File: src/rtl/seq_lock_pkg.sv
package seq_lock_pkg;

    typedef enum logic [1:0] {
        REC_IDLE   = 2'd0,
        REC_GOT1   = 2'd1,
        REC_GOT11  = 2'd2,
        REC_GOT110 = 2'd3
    } rec_state_t;

    typedef enum logic [1:0] {
        PH_ARMED  = 2'd0,
        PH_SOLVED = 2'd1,
        PH_LOCKED = 2'd2
    } lock_phase_t;

endpackage

File: src/rtl/press_decoder.sv
module press_decoder (
    input  logic press_zero,
    input  logic press_one,
    input  logic enable,
    output logic take,
    output logic bit_val
);
    logic single;

    always_comb begin
        single  = press_zero ^ press_one;
        take    = single & enable;
        bit_val = press_one;
    end
endmodule

File: src/rtl/seq_recognizer.sv
module seq_recognizer
    import seq_lock_pkg::*;
(
    input  logic clk,
    input  logic rst,
    input  logic take,
    input  logic bit_val,
    output logic hit,
    output logic match_q
);
    rec_state_t state_q, state_d;

    // next state and completion detection
    always_comb begin
        state_d = state_q;
        hit     = 1'b0;
        if (take) begin
            unique case (state_q)
                REC_IDLE:   state_d = bit_val ? REC_GOT1  : REC_IDLE;
                REC_GOT1:   state_d = bit_val ? REC_GOT11 : REC_IDLE;
                REC_GOT11:  state_d = bit_val ? REC_GOT11 : REC_GOT110;
                REC_GOT110: begin
                    state_d = bit_val ? REC_GOT1 : REC_IDLE;
                    hit     = bit_val;
                end
                default:    state_d = REC_IDLE;
            endcase
        end
    end

    // state register
    always_ff @(posedge clk) begin
        if (rst) state_q <= REC_IDLE;
        else     state_q <= state_d;
    end

    // registered output
    always_ff @(posedge clk) begin
        if (rst) match_q <= 1'b0;
        else     match_q <= hit;
    end
endmodule

File: src/rtl/lock_controller.sv
module lock_controller
    import seq_lock_pkg::*;
#(
    parameter int ATTEMPTS = 8,
    parameter int CNT_W    = 4
) (
    input  logic clk,
    input  logic rst,
    input  logic take,
    input  logic hit,
    output logic enable,
    output logic locked
);
    localparam logic [CNT_W-1:0] LAST_IDX = CNT_W'(ATTEMPTS - 1);

    lock_phase_t      phase_q, phase_d;
    logic [CNT_W-1:0] cnt_q, cnt_d;

    always_comb begin
        phase_d = phase_q;
        cnt_d   = cnt_q;
        unique case (phase_q)
            PH_ARMED: begin
                if (take) begin
                    cnt_d = cnt_q + 1'b1;
                    if (hit)                   phase_d = PH_SOLVED;
                    else if (cnt_q == LAST_IDX) phase_d = PH_LOCKED;
                end
            end
            PH_SOLVED: phase_d = PH_SOLVED;
            PH_LOCKED: phase_d = PH_LOCKED;
            default:   phase_d = PH_ARMED;
        endcase
    end

    // state register
    always_ff @(posedge clk) begin
        if (rst) begin
            phase_q <= PH_ARMED;
            cnt_q   <= '0;
        end else begin
            phase_q <= phase_d;
            cnt_q   <= cnt_d;
        end
    end

    // outputs
    always_comb begin
        locked = (phase_q == PH_LOCKED);
        enable = !locked;
    end
endmodule

File: src/rtl/seq_lock_top.sv
module seq_lock_top #(
    parameter int ATTEMPTS = 8,
    parameter int CNT_W    = $clog2(ATTEMPTS + 1)
) (
    input  logic clk,
    input  logic rst,
    input  logic press_zero,
    input  logic press_one,
    output logic match_o,
    output logic locked_o
);
    logic take, bit_val, hit, enable;

    press_decoder u_dec (
        .press_zero (press_zero),
        .press_one  (press_one),
        .enable     (enable),
        .take       (take),
        .bit_val    (bit_val)
    );

    seq_recognizer u_rec (
        .clk     (clk),
        .rst     (rst),
        .take    (take),
        .bit_val (bit_val),
        .hit     (hit),
        .match_q (match_o)
    );

    lock_controller #(
        .ATTEMPTS (ATTEMPTS),
        .CNT_W    (CNT_W)
    ) u_lock (
        .clk    (clk),
        .rst    (rst),
        .take   (take),
        .hit    (hit),
        .enable (enable),
        .locked (locked_o)
    );
endmodule

File: config.mk
export PLATFORM = sky130hd
export DESIGN_NAME = seq_lock_top
export DESIGN_NICKNAME = d
export VERILOG_FILES = /design/src/rtl/seq_lock_pkg.sv /design/src/rtl/press_decoder.sv /design/src/rtl/seq_recognizer.sv /design/src/rtl/lock_controller.sv /design/src/rtl/seq_lock_top.sv
export SDC_FILE = /design/constraint.sdc
export NUM_CORES = 1
export LEC_CHECK = 0
export ABC_AREA = 1
export BUFFER_PORTS_ARGS = -buffer_cell sky130_fd_sc_hd__buf_2
export CAP_MARGIN = 20
export CORE_AREA = 2 2 39 41
export CTS_CLUSTER_DIAMETER = 60
export CTS_CLUSTER_SIZE = 30
export DETAILED_ROUTE_END_ITERATION = 7
export DIE_AREA = 0 0 41 43
export GPL_TIMING_DRIVEN = 0
export SLEW_MARGIN = 20
export SYNTH_ARGS = -nofsm -noshare
export SYNTH_HDL_FRONTEND = slang
export SYNTH_SLANG_ARGS = --single-unit
File: constraint.sdc
create_clock -name clk -period 1.35 [get_ports clk]
set_clock_uncertainty 0.05 [all_clocks]
set_input_delay 0.135 -clock clk [delete_from_list [all_inputs] [get_ports clk]]
set_output_delay 0.135 -clock clk [all_outputs]
set_load 0.02 [all_outputs]
==> metrics.sh <==
WORST-SLEW-PIN-TRANSITION_NS=0.542
SYNTH_CELL_TYPE_COUNT=18
CTSROOTBUFFERMASTER='sky130_fd_sc_hd__clkbuf_4'
GRT_SETUP_UNREPAIRED='false'
CTS_TREE='built'
CTSHOLDBUFFERS=0
HOLD_PATH_DEPTH=4
TIMING.FMAX_MHz=814
FINAL_NETS=89
PIN_COUNT=6
SETUP_VIOL_COUNT_FINAL=0
SYNTH.FF_LATCH_COUNT=9
GRT_FIRST_PASS_WIRELENGTH_MM=1.41
CTS_SINKS=9
DP_HPWL_UM=647
REMAINING_DRC_ERRORS=0
OUTCOME='completed'
DIEHEIGHT_UM=43
ANTENNADIODECOUNT=0
WORSTPATHREQUIRED_NS=1.16
DIE_FOOTPRINT_UM2=1760
HTREEDEPTH=1
SYN-MEAN-INSTANCE-AREA_UM2=7.56
P_PER_AREA_nW_PER_UM2=1000
DETAILROUTE.VIA_COUNT=442
CRITICAL_PATH_PEAK_FANOUT=3
WORST_R2R_PATH_DEPTH=6
HOLD_VIOL_FINAL=0
UTILIZATION_PCT=44.1
ROUTABILITYCONGESTION=0.661
GRT_UTIL_OVERALL_PCT=12.1
PORT-BUFFER-COUNT=4
SETUP-TNS-FINAL_NS=0
WORST-ENDPOINT-ARRIVAL_NS=1.04
HOLD_PATH_CLASS='input pin to flop'
RR_STARTPOINT='u_rec.state_q[0]$_SDFFE_PP0P_'
COREAREA_UM2=1380
FINALNONFILLERCELLS=96
PLACED_CELL_COUNT=92
NUM_ROWS=14
CRITICAL_PATH.REG2REG.ENDPOINT='u_rec.state_q[0]$_SDFFE_PP0P_'
CTS-ROOT-TO-SINK-BUFFERS=2
GRT_PASS1_VIAS=367
SYNTH.YOSYS.WARNINGS=0
CELLLEAKAGEPOWER_uW=0.000302
DRT_FIRST_PASS_ITERS=5
POST-ROUTE-WORST-SETUP-SLACK_NS=0.121
SLEW_VIOL_FINAL=0
CTS_INSERTED_BUFFERS=3
FIN_CRIT_SH_PCT=91.0
SYNTH_AREA_UM2=544
SYNTH_NETS=80
SYNTH_CELLS=72
CP-END-KIND='output port'
HOLD-WORST-SLACK_NS=0.185
ROUTED_WIRELENGTH_UM=842
LAYOUT-AREA-OVERHEAD-VS-SYNTH_PCT=12.2
ROUTED_LENGTH_PER_PLACED_INSTANCE_UM=8.77
FLOORPLAN.DIE.WIDTH_UM=41
IR_DROP_uV=490
VIA_PER_INST=4.60
GRT_START_MAX_NET_PINS=10
CLOCK_LATENCY_NS=0.27
WORSTSETUPSTARTPOINTTYPE='flop'
CRIT_SLOWEST_CELL='sky130_fd_sc_hd__dfxtp_1'
CRITICAL_PATH_BUF_INV_COUNT=3
FLOORPLAN.INITIALDENSITY_PCT=39.3
GRT_OVERFLOW=0
TIMING.CRITICAL_PATH.CELLS='inv_1 > nand2_1 > inv_1 > buf_2'
FINAL_ANTENNA_NET_COUNT=0
FIN_CRIT_NS=1.23
CTS.REPAIR.RESIZED=0
GRT_ANTENNA_BEFORE_REPAIR=0
POSTCTSSETUPREPAIRBUFS=0
MAXCAPVIOLATIONS=0
WORSTSETUPPATHTYPE='flop to output port'
CRITICAL-PATH-TOP-CELL-BY-COUNT='sky130_fd_sc_hd__inv_1'
MIN-DELAY-START='press_zero'
CRIT_FAMILY='buffers and inverters'
R2R_SLACK_NS=0.15
WORST-PATH-STAGES=4
WORST_SLEW_MARGIN_REL_PCT=63.9
MAX_STAGE_DELAY_NS=0.31
PLACEMENT.SETUP.WORST_SLACK_NS=0.141
CLK_PIN_SLEW_NS=0.06
HOLD_END='u_rec.match_q$_SDFF_PP0_'
YOSYSSEQAREASHARE_PCT=33.1
DRTITER0DRC=10
PROPORTION_OF_LAYOUT_CELLS_WITH_A_DRIVE_SUFFIX_ABOVE_1_PCT=25.0
[synthesized netlist by cell type (all sizes together)]
cell | number | area share (%)
dfxtp | 9 | 33
a21oi | 4 | 6.4
xor2 | 1 | 1.6
ha | 4 | 9.2
nor2 | 5 | 3.4
nor3 | 1 | 0.92
clkbuf | 1 | 0.69
inv | 14 | 9.7
nand3 | 5 | 6.4
nor3b | 2 | 4.6
nand2 | 22 | 17
o21ai | 2 | 1.8
nand4 | 2 | 5.1
[cells by family (layout without fill, tap and decap cells)]
family	Yosys count	after routing	share of synthesized area (%)
DFF	9	9	33.1
xor gates and xnor gates	1	1	1.61
AOI/OAI and AO/OA	6	6	8.28
buffers and inverters	15	23	10.3
and+or+nand+nor	37	37	37.5
adders and majority gates	4	4	9.20
[worst max path at each step]
stage                     slack (ns)                      startpoint                       endpoint
final                           0.12  u_lock.phase_q[0]$_SDFFE_PP0P_                       locked_o
after global routing            0.04  u_lock.phase_q[0]$_SDFFE_PP0P_                       locked_o
after CTS                       0.11  u_lock.phase_q[0]$_SDFFE_PP0P_                       locked_o
after detailed placement        0.14   u_rec.state_q[0]$_SDFFE_PP0P_  u_rec.state_q[0]$_SDFFE_PP0P_
after global placement          0.15   u_rec.state_q[0]$_SDFFE_PP0P_  u_rec.state_q[0]$_SDFFE_PP0P_
after floorplan                 0.22   u_rec.state_q[0]$_SDFFE_PP0P_  u_rec.state_q[0]$_SDFFE_PP0P_
[where the power goes]
part / switching, uW / total (uW) / internal [uW]
registers: 14.0 / 295 / 281
clock network: 99.4 / 214 / 114
logic: 61.9 / 104 / 41.8
total: 175 / 612 / 437
[worst register-to-register path: cells and delay by family, from the launching register on]
family | cells | cell delay (ns)
AO/OA/AOI/OAI | 1 | 0.07
adder cells (fa/ha/maj) | 1 | 0.28
buffers and inverters | 1 | 0.07
flip-flops | 1 | 0.36
AND/OR/NAND/NOR | 3 | 0.24
[sequential cells by signal, indices dropped and copies added, names as in the netlist]
register        flops
u_lock.cnt_q        4
u_lock.phase_q      2
u_rec.state_q       2
u_rec.match_q       1
[placed cells by master, fill, tap and decap left out]
cell                       count
sky130_fd_sc_hd__inv_2         2
sky130_fd_sc_hd__buf_2         4
sky130_fd_sc_hd__clkbuf_1      2
sky130_fd_sc_hd__dfxtp_1       9
sky130_fd_sc_hd__nand3_2       2
sky130_fd_sc_hd__nand3_1       3
sky130_fd_sc_hd__inv_1        12
sky130_fd_sc_hd__nor3_1        1
sky130_fd_sc_hd__nand4_4       1
sky130_fd_sc_hd__nand2_1      20
sky130_fd_sc_hd__nand4_1       1
sky130_fd_sc_hd__ha_1          4
sky130_fd_sc_hd__nor2_1        5
sky130_fd_sc_hd__clkbuf_4      3
sky130_fd_sc_hd__o21ai_0       2
sky130_fd_sc_hd__nor3b_2       2
sky130_fd_sc_hd__nand2_2       1
sky130_fd_sc_hd__nand2_4       1
sky130_fd_sc_hd__xor2_1        1
sky130_fd_sc_hd__a21oi_2       4
[stage by stage]
stage                     total power [uW]  cell area (um2)
after CTS                              629              611
after global routing                   659              611
after detailed placement               406              584
final                                  612              611
after floorplan                        384              544
after global placement                 405              584
[layer usage]
layer / GRT usage [%] / wire length [um] / up-vias
li1: - / - / 237
met1: 14.6 / 405 / 194
met2: 16.9 / 379 / 8
met3: 3.14 / 34 / 3
met4: 10.0 / 22 / 0
met5: 0 / 0 / -
[layout make-up]
cell class              count  area, um2
clock buffers               4       26.3
plain buffers               1       3.75
repair buffers              4       20.0
inverters                  14       52.6
well taps                  16       20.0
flip-flops and latches      9        180
multi-input cells          48        308
fillers                   160        773
(Power assumes the default switching activity.)
